File: src/rtl/rmii_rx_pkg.sv
package rmii_rx_pkg;
  typedef enum logic [1:0] {ST_HUNT, ST_PRE, ST_DATA} rx_state_e;
  localparam logic [1:0] PRE_DIBIT = 2'b01;
  localparam logic [1:0] SFD_TAIL  = 2'b11;
endpackage

File: src/rtl/rmii_rx_sampler.sv
module rmii_rx_sampler #(
  parameter int DIBIT_W  = 2,
  parameter int SLOW_DIV = 10
) (
  input  logic               clk_i,
  input  logic               rst_ni,
  input  logic               rate_10m_i,
  input  logic               crs_dv_i,
  input  logic [DIBIT_W-1:0] rxd_i,
  input  logic               restart_i,
  output logic               crs_o,
  output logic [DIBIT_W-1:0] rxd_o,
  output logic               tick_o
);
  localparam int CW = (SLOW_DIV > 1) ? $clog2(SLOW_DIV) : 1;
  localparam logic [CW-1:0] CNT_LAST = CW'(SLOW_DIV - 1);

  logic [CW-1:0] cnt_q;

  always_ff @(posedge clk_i or negedge rst_ni) begin
    if (!rst_ni) begin
      crs_o <= 1'b0;
      rxd_o <= '0;
      cnt_q <= '0;
    end else begin
      crs_o <= crs_dv_i;
      rxd_o <= rxd_i;
      // phase restarts on the first non-zero dibit of a frame
      if (restart_i || cnt_q == CNT_LAST) cnt_q <= '0;
      else                                cnt_q <= cnt_q + 1'b1;
    end
  end

  assign tick_o = !rate_10m_i || (cnt_q == CNT_LAST);
endmodule

File: src/rtl/rmii_rx_framer.sv
module rmii_rx_framer
  import rmii_rx_pkg::*;
#(
  parameter int DIBIT_W = 2
) (
  input  logic               clk_i,
  input  logic               rst_ni,
  input  logic               crs_i,
  input  logic [DIBIT_W-1:0] rxd_i,
  input  logic               tick_i,
  output logic               restart_o,
  output logic               shift_o,
  output logic               start_o,
  output logic               end_o
);
  rx_state_e          state_q, state_d;
  logic [DIBIT_W-1:0] last_q;

  always_comb begin
    state_d   = state_q;
    restart_o = 1'b0;
    shift_o   = 1'b0;
    start_o   = 1'b0;
    end_o     = 1'b0;
    unique case (state_q)
      ST_HUNT: if (crs_i && rxd_i != '0) begin
        state_d   = ST_PRE;
        restart_o = 1'b1;
      end
      ST_PRE: begin
        if (!crs_i) state_d = ST_HUNT;
        else if (tick_i && last_q == PRE_DIBIT && rxd_i == SFD_TAIL) begin
          state_d = ST_DATA;
          start_o = 1'b1;
        end
      end
      ST_DATA: begin
        if (!crs_i) begin
          state_d = ST_HUNT;
          end_o   = 1'b1;
        end else if (tick_i) shift_o = 1'b1;
      end
      default: state_d = ST_HUNT;
    endcase
  end

  always_ff @(posedge clk_i or negedge rst_ni) begin
    if (!rst_ni) begin
      state_q <= ST_HUNT;
      last_q  <= '0;
    end else begin
      state_q <= state_d;
      if (restart_o || (state_q == ST_PRE && tick_i)) last_q <= rxd_i;
    end
  end
endmodule

File: src/rtl/rmii_rx_packer.sv
module rmii_rx_packer #(
  parameter int DIBIT_W = 2,
  parameter int BYTE_W  = 8
) (
  input  logic               clk_i,
  input  logic               rst_ni,
  input  logic [DIBIT_W-1:0] dibit_i,
  input  logic               shift_i,
  input  logic               start_i,
  input  logic               end_i,
  output logic [BYTE_W-1:0]  byte_o,
  output logic               valid_o,
  output logic               sof_o,
  output logic               eof_o,
  output logic               align_err_o
);
  localparam int NPB = BYTE_W / DIBIT_W;
  localparam int NW  = (NPB > 1) ? $clog2(NPB) : 1;
  localparam logic [NW-1:0] IDX_LAST = NW'(NPB - 1);

  logic [BYTE_W-DIBIT_W-1:0] sh_q;
  logic [NW-1:0]             idx_q;
  logic                      first_q;
  logic [BYTE_W-1:0]         assembled;

  // newest dibit enters at the top: first received ends up in the low bits
  assign assembled = {dibit_i, sh_q};

  always_ff @(posedge clk_i or negedge rst_ni) begin
    if (!rst_ni) begin
      sh_q        <= '0;
      idx_q       <= '0;
      first_q     <= 1'b0;
      byte_o      <= '0;
      valid_o     <= 1'b0;
      sof_o       <= 1'b0;
      eof_o       <= 1'b0;
      align_err_o <= 1'b0;
    end else begin
      valid_o     <= 1'b0;
      sof_o       <= 1'b0;
      eof_o       <= end_i;
      align_err_o <= end_i && (idx_q != '0);
      if (start_i) begin
        idx_q   <= '0;
        first_q <= 1'b1;
      end else if (shift_i) begin
        sh_q <= assembled[BYTE_W-1:DIBIT_W];
        if (idx_q == IDX_LAST) begin
          idx_q   <= '0;
          byte_o  <= assembled;
          valid_o <= 1'b1;
          sof_o   <= first_q;
          first_q <= 1'b0;
        end else begin
          idx_q <= idx_q + 1'b1;
        end
      end
    end
  end
endmodule

File: src/rtl/rmii_rx_assembler.sv
module rmii_rx_assembler #(
  parameter int DIBIT_W  = 2,
  parameter int BYTE_W   = 8,
  parameter int SLOW_DIV = 10
) (
  input  logic               clk_i,
  input  logic               rst_ni,
  input  logic               rate_10m_i,
  input  logic               crs_dv_i,
  input  logic [DIBIT_W-1:0] rxd_i,
  output logic [BYTE_W-1:0]  byte_o,
  output logic               valid_o,
  output logic               sof_o,
  output logic               eof_o,
  output logic               align_err_o
);
  logic               crs_q, tick, restart, shift, start, fin;
  logic [DIBIT_W-1:0] rxd_q;

  rmii_rx_sampler #(.DIBIT_W(DIBIT_W), .SLOW_DIV(SLOW_DIV)) u_sampler (
    .clk_i, .rst_ni, .rate_10m_i, .crs_dv_i, .rxd_i,
    .restart_i(restart), .crs_o(crs_q), .rxd_o(rxd_q), .tick_o(tick)
  );

  rmii_rx_framer #(.DIBIT_W(DIBIT_W)) u_framer (
    .clk_i, .rst_ni, .crs_i(crs_q), .rxd_i(rxd_q), .tick_i(tick),
    .restart_o(restart), .shift_o(shift), .start_o(start), .end_o(fin)
  );

  rmii_rx_packer #(.DIBIT_W(DIBIT_W), .BYTE_W(BYTE_W)) u_packer (
    .clk_i, .rst_ni, .dibit_i(rxd_q), .shift_i(shift), .start_i(start),
    .end_i(fin), .byte_o, .valid_o, .sof_o, .eof_o, .align_err_o
  );
endmodule

File: config.mk
export PLATFORM = sky130hd
export DESIGN_NAME = rmii_rx_assembler
export DESIGN_NICKNAME = d
export VERILOG_FILES = /design/src/rtl/rmii_rx_pkg.sv /design/src/rtl/rmii_rx_sampler.sv /design/src/rtl/rmii_rx_framer.sv /design/src/rtl/rmii_rx_packer.sv /design/src/rtl/rmii_rx_assembler.sv
export SDC_FILE = /design/constraint.sdc
export NUM_CORES = 1
export LEC_CHECK = 0
export ABC_AREA = 1
export CAP_MARGIN = 25
export CORE_MARGIN = 10
export CORE_UTILIZATION = 60
export DETAILED_ROUTE_END_ITERATION = 10
export DONT_BUFFER_PORTS = 1
export PLACE_DENSITY_LB_ADDON = 0.3
export SLEW_MARGIN = 5
export SYNTH_ARGS = -nofsm -noshare
export SYNTH_HDL_FRONTEND = slang
export SYNTH_HIERARCHICAL = 1
export SYNTH_SLANG_ARGS = --single-unit
File: constraint.sdc
create_clock -name clk_i -period 4.7 [get_ports clk_i]
set_clock_uncertainty 0.05 [all_clocks]
set_input_delay 0.705 -clock clk_i [delete_from_list [all_inputs] [get_ports clk_i]]
set_output_delay 0.705 -clock clk_i [all_outputs]
set_load 0.05 [all_outputs]
After elaboration in Yosys (flattened, before gate mapping)

Index checks and enable logic that the tools add are counted.

Register bits: 32
Bits of input ports: 6
Output and inout bits: 12

Add/subtract/negate cells: 2
Equal/unequal tests: 9
Mux-type cells: 28
Bitwise operators: 1
Reductions and logical operators: 18

Operators with widths:

| cell                                                             | count |
|---|---|
| 1-bit 2-to-1 mux                                                 | 19 |
| 2-bit 2-to-1 mux                                                 | 7 |
| 2-bit nonzero test                                               | 4 |
| 2-bit == test (second input constant)                            | 3 |
| 2-bit one-hot mux with 3 select lines                            | 1 |
| 3-bit AND reduction                                              | 2 |
| 1-bit logical AND                                                | 5 |
| 4-bit by 1-bit adder with 4-bit output (second input constant)   | 1 |
| 2-bit by 1-bit == test with 1-bit output (second input constant) | 2 |
| 4-bit == test (second input constant)                            | 1 |
| 4-bit 2-to-1 mux                                                 | 1 |
| 2-bit AND reduction                                              | 2 |
| 1-bit logical OR                                                 | 3 |
| 3-bit by 2-bit != test with 1-bit output (second input constant) | 1 |
| 2-bit by 1-bit adder with 2-bit output (second input constant)   | 1 |
| 2-bit zero test                                                  | 1 |
| 2-bit by 1-bit != test with 1-bit output (second input constant) | 1 |
| 2-bit != test (second input constant)                            | 1 |
| 1-bit zero test                                                  | 1 |
| 1-bit inverter                                                   | 1 |

Depth between registers and ports, before layout

Gate-level depths: netlist (run 1).

Depth after elaboration: 9
Mapped depth: 13

By module

Netlist (run 1), hierarchy kept.

By module, submodules not included:

| module          | instances | cells an instance | area each (sq um) | seq. area each (sq um) |
|---|---|---|---|---|
| rmii_rx_packer  | 1         | 92                | 868.3             | 525.5 |
| rmii_rx_sampler | 1         | 25                | 276.5             | 175.2 |
| rmii_rx_framer  | 1         | 35                | 236.5             | 100.1 |

Worst setup path before layout (run 1)

No wires, ideal clock.

Kind: input -> register
From: in rate_10m_i
To: reg u_packer.sh_q[5]
Setup time: 0.117 ns
Arrival: 1.453 ns
Path slack: 3.080 ns
Cell stages on the path: 10
Buffers on the path: 0
Path through: nand2_1 -> nand2_1 -> nor3_1 -> nand2_1 -> inv_1 -> inv_1 -> nand2_2 -> inv_2 -> nand2_1 -> nand2_1

Word-level cells in the longest chain between the ends: 9
Elaborated cells on any way between the ends: 12

RTL lines:

| element                              | RTL line                | source |
|---|---|---|
| start, declared                      | rmii_rx_assembler.sv:8  | `input logic rate_10m_i,` |
| 1-bit zero test                      | rmii_rx_sampler.sv:34   | `assign tick_o = !rate_10m_i \|\| (cnt_q == CNT_LAST);` |
| 1-bit logical OR                     | rmii_rx_sampler.sv:34   |  |
| 1-bit logical AND (2 in series)      | rmii_rx_framer.sv:32    | `else if (tick_i && last_q == PRE_DIBIT && rxd_i == SFD_TAIL) begin` |
| 1-bit 2-to-1 mux                     | rmii_rx_framer.sv:32    |  |
| 1-bit 2-to-1 mux                     | rmii_rx_framer.sv:31    | `if (!crs_i) state_d = ST_HUNT;` |
| 1-bit 2-to-1 mux                     | rmii_rx_framer.sv:25    | `unique case (state_q)` |
| via start                            | rmii_rx_assembler.sv:17 | `logic crs_q, tick, restart, shift, start, fin;` |
| 1-bit inverter (no source line)      | --                      |  |
| 2-bit AND reduction (no source line) | --                      |  |
| end signal, assigned                 | rmii_rx_packer.sv:48    | `sh_q <= assembled[BYTE_W-1:DIBIT_W];` |
| end, declared                        | rmii_rx_packer.sv:21    | `logic [BYTE_W-DIBIT_W-1:0] sh_q;` |

The timed path passes the listed nets, and every way through them passes these cells.
A chain may end at the register's enable or synchronous reset.

Final worst setup path (run 1)

From: reg u_sampler.cnt_q[1]
To: reg u_packer.byte_o[4]

Elaborated cells on any way between the ends: 12

RTL lines:

| element                              | RTL line                | source |
|---|---|---|
| start, declared                      | rmii_rx_sampler.sv:18   | `logic [CW-1:0] cnt_q;` |
| start signal, assigned               | rmii_rx_sampler.sv:30   | `else cnt_q <= cnt_q + 1'b1;` |
| 4-bit == test                        | rmii_rx_sampler.sv:34   |  |
| 1-bit logical OR                     | rmii_rx_sampler.sv:34   |  |
| via tick                             | rmii_rx_assembler.sv:17 |  |
| 1-bit 2-to-1 mux                     | rmii_rx_framer.sv:41    | `end else if (tick_i) shift_o = 1'b1;` |
| 1-bit 2-to-1 mux                     | rmii_rx_framer.sv:38    | `if (!crs_i) begin` |
| 1-bit 2-to-1 mux                     | rmii_rx_framer.sv:25    |  |
| via shift                            | rmii_rx_assembler.sv:17 |  |
| 3-bit AND reduction (no source line) | --                      |  |
| end signal, assigned                 | rmii_rx_packer.sv:51    | `byte_o <= assembled;` |
| end, declared                        | rmii_rx_packer.sv:11    | `output logic [BYTE_W-1:0] byte_o,` |

The timed path passes the listed nets, and every way through them passes these cells.

==> results.yml, run 1 <==
status:
  status: "completed"
grt:
  grt_max_degree: 26
  grt.busiest_layer: "met2"
  grt_usage_pct: 12.3
  gr-total-overflow: 0
  grtUsageMet1_pct: 13.6
  use_met3_pct: 5.06
  grt_pass1_wl_um: 4190
  antenna_found_initial: 0
  grt_util_met2_pct: 19.1
  grt_pass1_vias: 954
yosys:
  synth_top_area_share_pct: 58.0
  syn_area_um2: 1380
  postSynthAreaPerCell_um2: 9.09
  synth_edf_count: 0
  yosys_warnings: 6
  synth_top_flop_cell: "dfrtp_1"
  async_reset_ff_share_pct: 100
  synth_seq_area_share_pct: 58.0
  ys_top_cells_by_area: "dfrtp_1, nand2_1, ha_1"
  synth-seq-cells: 32
  synth_top_area_cell: "dfrtp_1"
  syn-instance-count: 152
  synth_most_common_cell: "nand2_1"
  synth.distinct_cells: 16
  synth_fp_nets: 163
  synthTopCellsByCount: "nand2_1, dfrtp_1, inv_1"
sta:
  finalSetupTns_ns: 0
  setup_viol: 0
  rsz0062_at_grt: "false"
  timing.fmax_mhz: 453
  timing.slew.headroom_pct: 47.0
  worst_slew_pin_slew_ns: 0.792
  fin_crit_sh_pct: 47.0
  final-hold-violation-count: 0
  period_minus_slack_ns: 2.21
  slew_violations: 0
final_layout:
  fin_util_pct: 68.5
  drive_above_1_share_pct: 11.9
  final_area_um2: 1520
  seq_area_um2: 801
  n_fill_cell: 172
  multiInputGateArea_um2: 490
  diodes: 0
  area_growth_syn_to_layout_pct: 9.69
  layout.nets: 169
clock_tree:
  clock_latency_ns: 0.32
  root_buffer: "clkbuf_4"
  cts_buffer_depth: 2
  cts_setup_buffers: 0
  h-tree-depth: 2
  cts_hold_buf: 1
  cts_resized: 0
  clk_pin_slew_worst_paths_ns: 0.09
  cts_tree: "done"
  cts_made_buffers: 5
  cts_sinks: 32
place:
  port_buffers: 0
  placed_area_um2: 1390
  dp_hpwl_um: 1780
  gp_congestion: 0.727
worst_setup_path:
  critPathArrivalTime_ns: 2.36
  cp.required_ns: 4.85
  cp_max_fo: 12
  worstSetupStartpointType: "flip-flop"
  crit_type: "flip-flop to flip-flop"
  cp-end-kind: "flip-flop"
power_and_ir_drop:
  total_power_mw: 0.633
  swShare_pct: 24.9
  p_clk_share_pct: 35.9
  p_per_area_nw_per_um2: 418
  seqPwrFrac_pct: 52.2
  worst_ir_drop_vdd_mv: 0.266
  p_sw_mw: 0.158
  pwr-share-comb_pct: 11.8
  p_leak_nw: 0.851
  internal_power_mw: 0.475
drt:
  ant_nets: 0
  wl_per_cell_um: 13.2
  drt-total-wl_um: 2470
  drc: 0
  viasPerCell: 5.20
  dr.pass1.iters: 5
  dr_total_vias: 972
  drt-initial-drc-count: 54
floorplanning:
  rows: 17
  start_util_pct: 62.4
  chipWidth_um: 68.0
  die_h_um: 68.0
  core_um2: 2210
  die_area_um2: 4620
  pin_count: 18
flow_run:
  cap_violations: 0
hold_path:
  hold_class: "input port to asynchronous set/reset pin"
[per-stage QoR]
step                hold slack [ns]  instances  worst slack, ns
floorplan                     0.359        152             3.08
global placement              0.361        177             2.62
detailed placement            0.361        177             2.51
CTS                        0.000881        186             2.51
global route                  0.108        187             2.29
finish                        0.135        187             2.49
[layer usage]
metal | vias to the layer above | share of wire, % | wire length [um]
met3 | 7 | 7.8 | 193
met4 | 0 | 2.3 | 57
met2 | 22 | 50 | 1220
met5 | - | 0 | 0
met1 | 458 | 40 | 994
li1 | 485 | - | -
[flip-flops by register name (all words and copies together) (netlist names), 2 cells and up]
name              flops
u_packer/sh_q         6
u_framer/last_q       2
u_packer/byte_o       8
u_packer/idx_q        2
u_framer/state_q      2
u_sampler/rxd_o       2
u_sampler/cnt_q       4
[worst paths after layout]
| path | start | to | slack (ns) | cells after the start |
|---|---|---|---|---|
| min in group clk_i | rxd_i[0] | u_sampler/rxd_o[0] | 0.35 | 0 |
| hold / removal | rst_ni | u_packer/sh_q[5] | 0.13 | 1 |
| setup / recovery | u_sampler/cnt_q[1] | u_packer/byte_o[4] | 2.49 | 9 |
| setup reg to reg | u_sampler/cnt_q[1] | u_packer/byte_o[4] | 2.49 | 9 |
| max in group asynchronous | rst_ni | u_packer/idx_q[0] | 3.66 | 1 |
| hold reg to reg | u_packer/first_q | u_packer/sof_o | 0.45 | 2 |
[power by group through the flow]
stage	Sequential, mW	Combinational [mW]	Clock (mW)
after floorplan	0.328	0.0583	0
after global placement	0.333	0.0638	0
after detailed placement	0.335	0.0669	0
after CTS	0.330	0.0706	0.235
after global routing	0.335	0.0872	0.252
final	0.331	0.0749	0.227
[layout by cell type, fill, tap and decap left out, drive strengths merged]
| cell type | instances |
|---|---|
| clkbuf | 7 |
| and3 | 1 |
| xnor2 | 1 |
| nand4 | 9 |
| ha | 5 |
| nor3 | 2 |
| dlygate4sd3 | 1 |
| buf | 1 |
| inv | 17 |
| nand2 | 61 |
| bufinv | 1 |
| dfrtp | 32 |
| nand3 | 8 |
| nor2 | 13 |
[worst max-delay path, cell delays in order (launching register included)]
cell	delay, ns
dfrtp_1	0.43
inv_1	0.07
ha_1	0.15
nand2_2	0.06
nand2_1	0.12
inv_1	0.05
nor2_1	0.62
nand3_2	0.31
nand2_1	0.15
nand2_1	0.08
[area by class of cell]
type                       instances  share of cell area, %
multi-input combinational        100                   32.4
tap                               28                   2.31
sequential                        32                   52.8
clock buffer                       7                   4.29
timing repair buffer               2                   1.98
clock inverter                     1                   1.98
inverter                          17                   4.21
[cells by family after synthesis]
| logic type | synth area share, % |
|---|---|
| simple gates | 30.3 |
| flops | 58.0 |
| buf+inv | 6.52 |
| fa+ha+maj | 4.53 |
| xor+xnor | 0.634 |
(Power assumes the default switching activity.)
==> run 2, diff against run 1 <==
clock period = 2.2 ns   (was 4.7 ns; I/O delays follow)
==> run 2 against run 1 <==
Effect of this change: final cell count rose by 2.7%; sequential cell count stayed put; first-iteration DRC count increased by 35%; highest routed layer unchanged; die area stayed put; sequential power rose by 110%; global-route usage up 0.84 points; largest cell class unchanged.
==> results.yml, run 2 (synthesis results as in run 1) <==
status:
  status: "completed"
drt:
  ant_nets: 0
  wl_per_cell_um: 13.4
  drt-total-wl_um: 2580
  viasPerCell: 5.15
  dr.pass1.iters: 4
  drt-initial-drc-count: 73
  drc: 0
  dr_total_vias: 988
worst_setup_path:
  critPathArrivalTime_ns: 2.03
  cp_max_fo: 9
  cp.required_ns: 2.39
  reg2regPathDepth: 9
  r2r_end: "u_packer/byte_o[0]"
  rr_startpoint: "u_sampler/cnt_q[1]"
  worstSetupStartpointType: "flip-flop"
  crit_end: "u_packer/byte_o[0]"
  cp-startpoint: "u_sampler/cnt_q[1]"
  cp-end-kind: "flip-flop"
  rrSetupSlack_ns: 0.36
  crit_type: "flip-flop to flip-flop"
sta:
  finalSetupTns_ns: 0
  slew_violations: 0
  rsz0062_at_grt: "false"
  fin_crit_sh_pct: 83.6
  setup_viol: 0
  final-hold-violation-count: 0
  timing.fmax_mhz: 543
  period_minus_slack_ns: 1.84
  timing.slew.headroom_pct: 66.6
  worst_slew_pin_slew_ns: 0.501
floorplanning:
  core_um2: 2210
  die_h_um: 68.0
  rows: 17
  start_util_pct: 62.4
  chipWidth_um: 68.0
  pin_count: 18
  die_area_um2: 4620
grt:
  grt_max_degree: 33
  antenna_found_initial: 0
  grt_util_met2_pct: 20.5
  use_met3_pct: 6.53
  gr-total-overflow: 0
  grt.busiest_layer: "met2"
  grt_pass1_vias: 1006
  grt_pass1_wl_um: 4460
  grt_usage_pct: 13.1
  grtUsageMet1_pct: 14.5
clock_tree:
  cts_tree: "done"
  cts_sinks: 32
  clk_pin_slew_worst_paths_ns: 0.10
  cts_buffer_depth: 2
  h-tree-depth: 2
  clock_latency_ns: 0.34
  cts_made_buffers: 5
  root_buffer: "clkbuf_4"
  cts_setup_buffers: 0
final_layout:
  mostFrequentLayoutCell: "nand2_1"
  diodes: 0
  largest_reg_flops: 8
  area_growth_syn_to_layout_pct: 13.0
  seq_area_um2: 801
  top_regs: "u_packer/byte_o (8), u_packer/sh_q (6), u_sampler/cnt_q (4)"
  drive_above_1_share_pct: 12.8
  regMostFlops: "u_packer/byte_o"
  multiInputGateArea_um2: 490
  final_area_um2: 1560
  n_fill_cell: 168
  final_cell_mix: "nand2_1, dfrtp_1, inv_1, nor2_1, nand4_1"
  layout.nets: 174
place:
  dp_hpwl_um: 1790
  gp_congestion: 0.829
  placed_area_um2: 1410
  port_buffers: 0
flow_run:
  cap_violations: 0
hold_path:
  hold_class: "input port to flip-flop"
  hold_depth: 4
power_and_ir_drop:
  worst_ir_drop_vdd_mv: 0.752
  p_per_area_nw_per_um2: 881
  p_leak_nw: 0.873
## run 2: cell types whose count changed in the layout (fill, tap and decap cells not counted), sizes merged
cell / change
dlygate4sd3: +3
buf: +2
## run 2: final cells by class
| cell class | instances | area share, % |
|---|---|---|
| clock inverter | 1 | 1.92 |
| timing repair buffer | 7 | 4.81 |
| clock buffer | 7 | 4.17 |
| sequential | 32 | 51.3 |
| tap | 28 | 2.25 |
| inverter | 17 | 4.09 |
| multi-input combinational | 100 | 31.4 |
## run 2: worst max-delay path: stages, from the launching register on
cell and delay, ns:
dfrtp_1 0.43, inv_1 0.07, ha_1 0.15, nand2_2 0.07
nand2_1 0.12, inv_1 0.05, nor2_1 0.34, nand3_2 0.28
nand2_1 0.12, nand2_1 0.07
## run 2: worst min path at each step
stage	from	to
after floorplan	rst_ni	u_framer/last_q[0]
final	rate_10m_i	u_framer/state_q[0]
after CTS	rate_10m_i	u_framer/state_q[0]
after global placement	rst_ni	u_sampler/cnt_q[2]
after global routing	rate_10m_i	u_framer/state_q[0]
after detailed placement	rst_ni	u_packer/byte_o[6]
## run 2: report_power, final
part           total (mW)  switching, mW  internal, mW  leakage (nW)
logic               0.167         0.0933        0.0740         0.397
clock network       0.498          0.196         0.302        0.0515
registers           0.709         0.0639         0.645         0.424
total                1.37          0.354          1.02         0.873
## run 2: per-layer routing
metal  vias up  wire length [um]
met2        25              1170
met4         0                57
met1       462              1150
met5         -                 0
met3         6               205
li1        495                 -
## run 2: timing repair
item / CTS / global route
resized for setup: 0 / 0
hold buffers: 5 / 0
setup endpoints to repair: 0 / 0
endpoints found under the hold margin: 35 / 0
## run 2: stage by stage
stage | util [%] | setup slack, ns | instances | hold slack (ns) | power, mW
floorplan | - | 0.639 | 152 | -0.0156 | 0.826
global route | 70.5 | 0.175 | 192 | 0.271 | 1.45
CTS | 70.5 | 0.365 | 192 | 0.234 | 1.38
detailed placement | 63.5 | 0.382 | 179 | -0.0146 | 0.863
finish | 70.5 | 0.360 | 192 | 0.251 | 1.37
global placement | 63.5 | 0.454 | 179 | -0.0145 | 0.850
